<file path="config.mk">
export PLATFORM = sky130hd
export DESIGN_NAME = usb_sus_irq_ctl
export DESIGN_NICKNAME = d
export VERILOG_FILES = /design/src/rtl/usb_susp_pkg.sv /design/src/rtl/usb_line_mon.sv /design/src/rtl/usb_evt_regs.sv /design/src/rtl/usb_sus_irq_ctl.sv
export SDC_FILE = /design/constraint.sdc
export NUM_CORES = 1
export LEC_CHECK = 0
export ABC_AREA = 1
export BUFFER_PORTS_ARGS = -buffer_cell sky130_fd_sc_hd__buf_2
export CAP_MARGIN = 10
export CORE_UTILIZATION = 31
export CTS_CLUSTER_SIZE = 25
export DETAILED_ROUTE_END_ITERATION = 8
export HOLD_SLACK_MARGIN = 0.08
export PLACE_DENSITY = 0.5
export SYNTH_ARGS = -nofsm -noshare
export SYNTH_HDL_FRONTEND = slang
export SYNTH_HIERARCHICAL = 1
export SYNTH_SLANG_ARGS = --single-unit
</file>
<file path="constraint.sdc">
create_clock -name clk -period 2.59 [get_ports clk]
set_clock_uncertainty 0.1 [all_clocks]
set_input_delay 0.518 -clock clk [delete_from_list [all_inputs] [get_ports clk]]
set_output_delay 0.518 -clock clk [all_outputs]
set_load 0.02 [all_outputs]
</file>
<file path="src/rtl/usb_susp_pkg.sv">
package usb_susp_pkg;
   typedef enum logic [1:0] {
      LS_J   = 2'd0,
      LS_K   = 2'd1,
      LS_SE0 = 2'd2,
      LS_SE1 = 2'd3
   } line_e;

   localparam int ST_W     = 5;
   localparam int ST_SOF   = 0;
   localparam int ST_BRST  = 1;
   localparam int ST_ESUSP = 2;
   localparam int ST_SUSP  = 3;
   localparam int ST_ERR   = 4;

   localparam int CT_FRES   = 0;
   localparam int CT_FSUSP  = 1;
   localparam int CT_PDWN   = 2;
   localparam int CT_RESUME = 3;
   localparam int CT_RSTSEEN = 6;
   localparam int CT_RSMSEEN = 7;

   localparam logic [1:0] A_STAT = 2'd0;
   localparam logic [1:0] A_MASK = 2'd1;
   localparam logic [1:0] A_CTL  = 2'd2;

   localparam logic [7:0]      CTL_RESET  = 8'h06;
   localparam logic [ST_W-1:0] SHARED_SEL = 5'b11011;
endpackage

</file>
<file path="src/rtl/usb_line_mon.sv">
module usb_line_mon
   import usb_susp_pkg::*;
#(
   parameter int RST_CYC      = 120,
   parameter int CLK_PER_TICK = 48,
   parameter int SUSP_TICKS   = 3000
) (
   input  logic       clk,
   input  logic       rst_n,
   input  logic [1:0] line,
   input  logic       fsusp,
   input  logic       fres,
   input  logic       drive_k,
   output logic       bus_rst,
   output logic       usb_rst,
   output logic       susp_evt
);
   localparam int RC_W = $clog2(RST_CYC + 1);
   localparam int TC_W = $clog2(SUSP_TICKS + 2);

   // ---------------- bus reset: long SE0 ----------------
   logic [RC_W-1:0] se0_cnt;
   logic            rst_q;

   always_ff @(posedge clk or negedge rst_n) begin
      if (!rst_n) begin
         se0_cnt <= '0;
         rst_q   <= 1'b0;
      end else begin
         rst_q <= 1'b0;
         if (line == LS_SE0) begin
            if (se0_cnt != RC_W'(RST_CYC)) se0_cnt <= se0_cnt + 1'b1;
            if (se0_cnt == RC_W'(RST_CYC - 1)) rst_q <= 1'b1;
         end else begin
            se0_cnt <= '0;
         end
      end
   end

   assign bus_rst = rst_q;
   assign usb_rst = rst_q | fres;

   // ---------------- arming of the idle timer ----------------
   logic [1:0] line_q;
   logic       dk_q;
   logic       armed;
   logic       resume_end;

   assign resume_end = (line_q == LS_K && line != LS_K) || (dk_q && !drive_k);

   always_ff @(posedge clk or negedge rst_n) begin
      if (!rst_n) begin
         line_q <= LS_J;
         dk_q   <= 1'b0;
         armed  <= 1'b0;
      end else begin
         line_q <= line;
         dk_q   <= drive_k;
         if (fsusp)                        armed <= 1'b0;
         else if (usb_rst || resume_end)   armed <= 1'b1;
      end
   end

   // ---------------- idle timer ----------------
   logic run;
   logic tick;
   assign run = armed && (line == LS_J);

   generate
      if (CLK_PER_TICK == 1) begin : g_tick_direct
         assign tick = run;
      end else begin : g_tick_div
         localparam int PC_W = $clog2(CLK_PER_TICK);
         logic [PC_W-1:0] pc;
         assign tick = run && (pc == PC_W'(CLK_PER_TICK - 1));
         always_ff @(posedge clk or negedge rst_n) begin
            if (!rst_n)     pc <= '0;
            else if (!run || tick) pc <= '0;
            else            pc <= pc + 1'b1;
         end
      end
   endgenerate

   logic [TC_W-1:0] tcnt;
   logic            susp_q;

   always_ff @(posedge clk or negedge rst_n) begin
      if (!rst_n) begin
         tcnt   <= '0;
         susp_q <= 1'b0;
      end else begin
         susp_q <= tick && (tcnt == TC_W'(SUSP_TICKS));
         if (!run)                                    tcnt <= '0;
         else if (tick && tcnt != TC_W'(SUSP_TICKS + 1)) tcnt <= tcnt + 1'b1;
      end
   end

   assign susp_evt = susp_q;

   assert_rst_once_R2: assert property (@(posedge clk) disable iff (!rst_n)
      rst_q |=> !rst_q);

   assert_susp_after_idle_R3: assert property (@(posedge clk) disable iff (!rst_n)
      susp_q |-> ($past(line) == LS_J));

   assert_fsusp_blocks_R5: assert property (@(posedge clk) disable iff (!rst_n)
      $past(fsusp, 2) |-> !susp_q);
endmodule

</file>
<file path="src/rtl/usb_evt_regs.sv">
module usb_evt_regs
   import usb_susp_pkg::*;
#(
   parameter int N_ERR = 4
) (
   input  logic             clk,
   input  logic             rst_n,
   input  logic [1:0]       line,
   input  logic             sof_stb,
   input  logic [N_ERR-1:0] err_stb,
   input  logic             bus_rst,
   input  logic             susp_evt,
   input  logic             wr,
   input  logic [1:0]       addr,
   input  logic [7:0]       wdata,
   output logic [ST_W-1:0]  status,
   output logic [ST_W-1:0]  mask,
   output logic [7:0]       ctl,
   output logic [7:0]       rdata
);
   logic fsusp;
   assign fsusp = ctl[CT_FSUSP];

   logic [ST_W-1:0] set_vec;
   always_comb begin
      set_vec           = '0;
      set_vec[ST_SOF]   = sof_stb;
      set_vec[ST_BRST]  = bus_rst;
      set_vec[ST_ESUSP] = fsusp && (line != LS_J);
      set_vec[ST_SUSP]  = susp_evt;
      set_vec[ST_ERR]   = |err_stb;
   end

   logic [1:0] cause_set;
   assign cause_set = {fsusp && (line == LS_K), fsusp && (line == LS_SE0)};

   logic wr_st, wr_mk, wr_ct;
   assign wr_st = wr && (addr == A_STAT);
   assign wr_mk = wr && (addr == A_MASK);
   assign wr_ct = wr && (addr == A_CTL);

   always_ff @(posedge clk or negedge rst_n) begin
      if (!rst_n) begin
         status <= '0;
         mask   <= '0;
         ctl    <= CTL_RESET;
      end else begin
         status <= (status & (wr_st ? wdata[ST_W-1:0] : {ST_W{1'b1}})) | set_vec;
         if (wr_mk) mask <= wdata[ST_W-1:0];
         ctl[7:6] <= (ctl[7:6] & (wr_ct ? wdata[7:6] : 2'b11)) | cause_set;
         ctl[5:4] <= 2'b00;
         if (wr_ct) ctl[3:0] <= wdata[3:0];
      end
   end

   always_comb begin
      unique case (addr)
         A_STAT:  rdata = {{(8-ST_W){1'b0}}, status};
         A_MASK:  rdata = {{(8-ST_W){1'b0}}, mask};
         A_CTL:   rdata = ctl;
         default: rdata = 8'h00;
      endcase
   end

   assert_flags_sticky_R8: assert property (@(posedge clk) disable iff (!rst_n)
      !wr_st |=> ((status & $past(status)) == $past(status)));

   assert_esusp_under_fsusp_R6: assert property (@(posedge clk) disable iff (!rst_n)
      $rose(status[ST_ESUSP]) |-> $past(fsusp));
endmodule

</file>
<file path="src/rtl/usb_sus_irq_ctl.sv">
module usb_sus_irq_ctl
   import usb_susp_pkg::*;
#(
   parameter int RST_CYC        = 120,
   parameter int CLK_PER_TICK   = 48,
   parameter int SUSP_TICKS     = 3000,
   parameter int N_ERR          = 4,
   parameter bit WAKE_USES_MASK = 1'b1
) (
   input  logic             clk,
   input  logic             rst_n,
   input  logic [1:0]       line_st,
   input  logic             sof_stb,
   input  logic [N_ERR-1:0] err_stb,
   input  logic             int_dis,
   input  logic             reg_wr,
   input  logic [1:0]       reg_addr,
   input  logic [7:0]       reg_wdata,
   output logic [7:0]       reg_rdata,
   output logic             irq,
   output logic             wake_irq,
   output logic             drive_k,
   output logic             usb_rst,
   output logic             pdwn,
   output logic             susp_mode
);
   generate
      if (RST_CYC < 1)      begin : g_bad_rst   $error("RST_CYC must be at least 1"); end
      if (CLK_PER_TICK < 1) begin : g_bad_tick  $error("CLK_PER_TICK must be at least 1"); end
      if (SUSP_TICKS < 1)   begin : g_bad_susp  $error("SUSP_TICKS must be at least 1"); end
      if (N_ERR < 1)        begin : g_bad_err   $error("N_ERR must be at least 1"); end
   endgenerate

   logic [ST_W-1:0] status, mask;
   logic [7:0]      ctl;
   logic            bus_rst, susp_evt;

   usb_line_mon #(
      .RST_CYC(RST_CYC), .CLK_PER_TICK(CLK_PER_TICK), .SUSP_TICKS(SUSP_TICKS)
   ) u_mon (
      .clk(clk), .rst_n(rst_n), .line(line_st),
      .fsusp(ctl[CT_FSUSP]), .fres(ctl[CT_FRES]), .drive_k(ctl[CT_RESUME]),
      .bus_rst(bus_rst), .usb_rst(usb_rst), .susp_evt(susp_evt)
   );

   usb_evt_regs #(.N_ERR(N_ERR)) u_regs (
      .clk(clk), .rst_n(rst_n), .line(line_st),
      .sof_stb(sof_stb), .err_stb(err_stb), .bus_rst(bus_rst), .susp_evt(susp_evt),
      .wr(reg_wr), .addr(reg_addr), .wdata(reg_wdata),
      .status(status), .mask(mask), .ctl(ctl), .rdata(reg_rdata)
   );

   assign irq       = (|(status & mask & SHARED_SEL)) && !int_dis;
   assign drive_k   = ctl[CT_RESUME];
   assign pdwn      = ctl[CT_PDWN];
   assign susp_mode = ctl[CT_FSUSP];

   generate
      if (WAKE_USES_MASK) begin : g_wake_masked
         assign wake_irq = status[ST_ESUSP] && mask[ST_ESUSP] && !int_dis;
      end else begin : g_wake_free
         assign wake_irq = status[ST_ESUSP] && !int_dis;
      end
   endgenerate

   assert_irq_gated_R9: assert property (@(posedge clk) disable iff (!rst_n)
      irq |-> !int_dis);

   assert_wake_source_R10: assert property (@(posedge clk) disable iff (!rst_n)
      wake_irq |-> status[ST_ESUSP]);
endmodule

</file>
==> results of run 1 <==
## final timing paths
kind                                   startpoint               end  slack [ns]  cells past startpoint
min in group clk                       line_st[1]   u_mon/line_q[1]        0.28                      1
min                                         rst_n  u_regs/status[0]        0.10                      1
min reg2reg                        u_mon/susp_evt  u_regs/status[3]        0.34                      2
max                                   reg_addr[0]      reg_rdata[3]        0.58                      5
max reg2reg                u_mon/g_tick_div.pc[0]     u_mon/tcnt[7]        0.86                      8
max in group asynchronous                   rst_n     u_regs/ctl[1]        1.69                      2
## area by class of cell
cell class	count	area, sq um	share of cell area (%)
clock buffer	7	86.3	3.02
clock inverter	1	8.76	0.306
inverter	47	176	6.17
multi-input combinational	223	1100	38.5
sequential	47	1180	41.2
tap	102	128	4.46
timing repair buffer	33	180	6.30
## per-layer routing
layer	track usage, %	routed length (um)	up-vias
met4	4.76	35	0
met3	3.18	196	2
met1	17.5	2500	920
met2	20.3	2170	34
li1	-	-	1076
met5	0	0	-
## where the power goes
| group | internal [mW] | switching, mW | total, mW |
|---|---|---|---|
| Combinational | 0.0744 | 0.141 | 0.216 |
| Sequential | 0.785 | 0.0353 | 0.820 |
| Clock | 0.219 | 0.241 | 0.460 |
| Total | 1.08 | 0.418 | 1.50 |
## per-stage QoR
step | setup slack, ns | utilization [%]
global route | 0.477 | 37.0
finish | 0.581 | 37.0
floorplan | 0.937 | -
CTS | 0.575 | 37.0
global placement | 0.598 | 35.8
detailed placement | 0.577 | 35.8
## sequential cells by signal, summed over array words and instances, names as in the netlist
register and cells:
u_regs/mask 5, u_mon/susp_evt 1, u_mon/armed 1, u_mon/dk_q 1, u_mon/se0_cnt 7, u_mon/tcnt 12
u_mon/g_tick_div.pc 6, u_mon/bus_rst 1, u_regs/status 5, u_regs/ctl 6, u_mon/line_q 2
## layout by cell type (no fill, tap or decap), types with 3 or more instances in the layout
master / n
nand2_1: 95
dfrtp_1: 45
inv_1: 43
nor2_1: 33
buf_2: 32
nand3_1: 27
o21ai_0: 10
o21ai_1: 8
clkbuf_8: 6
a21oi_1: 6
ha_1: 6
xor2_1: 5
nor2_2: 4
o21ai_2: 4
nand4_1: 4
nor3_1: 3
nor4_1: 3
inv_2: 3
==> impl_metrics.yaml, run 1 <==
synthesis:
  syn-num-nets: 347
  synth_warnings: 6
  netlist_instances: 320
  avgSynthCellArea_sq_um: 7.75
  synth_area_sq_mm: 0.00248
final_layout:
  antenna_cells: 0
  synthToLayoutAreaGrowth_pct: 15.3
  drive_gt1_share_pct: 17.3
  final_nets: 384
  fin_area_sq_mm: 0.00286
  finalNonFillerCells: 460
  fillers: 840
clock_network:
  insertion_delay_ns: 0.30
  cts.clk_slew.worst_paths_ns: 0.09
  cts_hold_buffers: 0
  cts_buffers: 5
  ctsResizeCount: 0
  clockBufferDepth: 2
  clock-sinks: 47
  root_buffer: "clkbuf_8"
  h-tree-depth: 2
  cts_tree: "done"
  post-cts-setup-buffers: 0
sta:
  drv_slew: 0
  setup_tns_ns: 0
  hold_viol: 0
  min_period_ns: 2.01
  setup_viol: 0
  whs_ns: 0.105
  rsz0062_at_grt: "no"
  max_slew.worst_pin.slew_ns: 0.571
  fin_crit_sh_pct: 77.6
  max_freq_ghz: 0.498
  maxSlewHeadroom_pct: 61.9
drt:
  vias_per_cell: 4.42
  drt_wl_total_um: 4900
  drtPass1Iterations: 4
  wl_per_cell_um: 10.7
  drt_iter0_markers: 84
  route.detailed.drc: 0
  vias: 2032
  postRouteAntennaNets: 0
setup_path:
  worstPathCellList: "buf_2 > nor2_2 > nand2_1 > nand3_1 > buf_2"
  critPathRequiredTime_ns: 1.97
  critPathMaxStageDelay_ns: 0.38
  cp_common_cell: "buf_2"
  cp.arrival_ns: 1.39
  cp_slowest_cell: "nor2_2"
  critPathLaunchType: "input pin"
  worst-path-buf-inv: 2
  critPathKind: "input pin to primary output"
  crit_family: "simple AND/OR/NAND/NOR gates"
  crit_fanout: 10
  cp-end-kind: "primary output"
power:
  peakVddDrop_mv: 0.213
  leakagePower_nw: 1.41
  total_power_mw: 1.50
  power_density_mw_per_mm2: 523
floorplanning:
  dieHeight_um: 91.4
  boundaryPins: 35
  start_util_pct: 32.1
  die_w_um: 91.4
  coreArea_sq_mm: 0.00773
  placementRows: 32
  dieArea_sq_mm: 0.00836
placement:
  dp.final_hpwl_um: 3660
  placed_cells: 452
  placed_cell_area_sq_mm: 0.00276
  gp_congestion: 0.765
  port_buffers: 32
global_routing:
  globalRouteOverflowTotal: 0
  antenna_found_initial: 0
  grt_pass1_wl_um: 8650
  grt_max_degree: 25
  grtUsageTotal_pct: 13.1
  grt_pass1_vias: 1866
status:
  outcome: "finished, final reports clean"
min_path:
  hold_class: "input pin to async pin"
flow_run:
  max_cap_viol_count: 0
(Power assumes the default switching activity.)
==> run 2, diff against run 1 <==
--- a/config.mk
+++ b/config.mk
@@ -12,7 +12,7 @@
 export CTS_CLUSTER_SIZE = 25
 export DETAILED_ROUTE_END_ITERATION = 8
 export HOLD_SLACK_MARGIN = 0.08
-export PLACE_DENSITY = 0.5
+export PLACE_DENSITY = 0.52
 export SYNTH_ARGS = -nofsm -noshare
 export SYNTH_HDL_FRONTEND = slang
 export SYNTH_HIERARCHICAL = 1
==> constraint.sdc (replaced) <==
create_clock -name clk -period 1.7 [get_ports clk]
set_clock_uncertainty 0.1 [all_clocks]
set_input_delay 0.34 -clock clk [delete_from_list [all_inputs] [get_ports clk]]
set_output_delay 0.34 -clock clk [all_outputs]
set_load 0.02 [all_outputs]
==> run 2 against run 1 <==
  * Register-to-register slack worse by 0.72 ns
  * Global-route usage up 0.35 points
  * Combinational power up 64%
  * Clock-buffer cell count shrank 2
==> impl_metrics.yaml, run 2 (same netlist as run 1, synthesis figures left out) <==
placement:
  dp.final_hpwl_um: 3850
  placed_cell_area_sq_mm: 0.00286
  pre_cts_slack_ns: 0.0372
  placed_cells: 466
  gp_congestion: 0.747
  port_buffers: 32
setup_path:
  r2r_cells: 7
  crit_family: "flip-flops"
  cp.arrival_ns: 1.16
  r2r_start: "u_mon/tcnt[1]"
  critPathRequiredTime_ns: 1.26
  critPathMaxStageDelay_ns: 0.56
  cp-end-kind: "primary output"
  critPathKind: "register to primary output"
  startpoint: "u_regs/ctl[1]"
  critPathLaunchType: "register"
  cp_slowest_cell: "dfstp_2"
  worst-path-buf-inv: 1
  crit_fanout: 3
  cp.depth: 3
  worstPathCellList: "nand2_1 > nand3_1 > buf_2"
final_layout:
  fin_util_pct: 39.5
  reg_top3: "u_mon/tcnt: 12 flops, u_mon/se0_cnt: 7 flops"
  largest_register: "u_mon/tcnt"
  fillers: 813
  drive_gt1_share_pct: 22.6
  largest_reg_flops: 12
  final_cell_mix: "nand2_1, dfrtp_1, inv_1, nor2_1, buf_2"
  fin_area_sq_mm: 0.00306
  final_common_cell: "nand2_1"
  antenna_cells: 0
  synthToLayoutAreaGrowth_pct: 23.2
  finalNonFillerCells: 483
  final_nets: 407
min_path:
  hold_start: "sof_stb"
  holdPathStages: 3
  hold_class: "input pin to register"
clock_network:
  insertion_delay_ns: 0.30
  clock-sinks: 47
  clockBufferDepth: 2
  root_buffer: "clkbuf_8"
  h-tree-depth: 2
  cts_tree: "done"
  cts_buffers: 5
  cts.clk_slew.worst_paths_ns: 0.10
sta:
  hold_viol: 0
  min_period_ns: 1.60
  timing.final.ws_setup_ns: 0.101
  setup_viol: 0
  setup_tns_ns: 0
  fin_crit_sh_pct: 94.0
  max_freq_ghz: 0.626
  whs_ns: 0.119
  drv_slew: 0
drt:
  drtPass1Iterations: 4
  route.detailed.drc: 0
  drt_iter0_markers: 38
  vias: 2182
  vias_per_cell: 4.52
  postRouteAntennaNets: 0
  wl_per_cell_um: 10.8
  drt_wl_total_um: 5220
global_routing:
  grt_pass1_wl_um: 9030
  antenna_found_initial: 0
  grtUsageTotal_pct: 13.4
  grt_pass1_vias: 1994
  grt_max_degree: 21
  globalRouteOverflowTotal: 0
flow_run:
  max_cap_viol_count: 0
floorplanning:
  boundaryPins: 35
  dieHeight_um: 91.4
  die_w_um: 91.4
  dieArea_sq_mm: 0.00836
  coreArea_sq_mm: 0.00773
  start_util_pct: 32.1
  placementRows: 32
power:
  total_power_mw: 2.45
  peakVddDrop_mv: 0.319
  power_density_mw_per_mm2: 800
  leakagePower_nw: 1.51
status:
  outcome: "finished, final reports clean"
[run 2: final timing paths]
kind	end	slack (ns)
min	u_regs/status[0]	0.12
min reg2reg	u_regs/status[3]	0.34
max	reg_rdata[1]	0.10
max in group asynchronous	u_mon/tcnt[8]	0.57
max reg2reg	u_mon/tcnt[10]	0.14
min in group asynchronous	u_regs/mask[1]	0.42
[run 2: final cells by class]
| type | instances | area, sq um | share of cell area (%) |
|---|---|---|---|
| sequential | 47 | 1180 | 38.6 |
| multi-input combinational | 224 | 1120 | 36.7 |
| timing repair buffer | 55 | 335 | 11.0 |
| inverter | 47 | 176 | 5.77 |
| tap | 102 | 128 | 4.18 |
| clock buffer | 5 | 68.8 | 2.25 |
| clock inverter | 3 | 46.3 | 1.52 |
[run 2: metal layers]
metal	up-vias	global-route usage, %	part of all wire (%)
li1	1120	-	-
met1	1019	17.1	49
met2	38	22.6	47
met3	5	2.60	3.4
met4	0	4.50	0.98
met5	-	0	0
[run 2: worst min-delay path: stages]
cell	delay (ns)
buf_2	0.07
inv_1	0.03
nand2_1	0.05
[run 2: repair_timing]
| action | CTS | global route |
|---|---|---|
| resized for setup | 0 | 5 |
| setup endpoints to repair | 0 | 10 |
| hold buffers | 1 | 0 |
| endpoints found under the hold margin | 14 | 0 |
| setup buffers | 0 | 7 |
[run 2: power by group]
part	switching, mW	total [mW]	internal [mW]
Combinational	0.225	0.355	0.131
Clock	0.401	0.844	0.443
Sequential	0.0515	1.25	1.20
Total	0.677	2.45	1.77
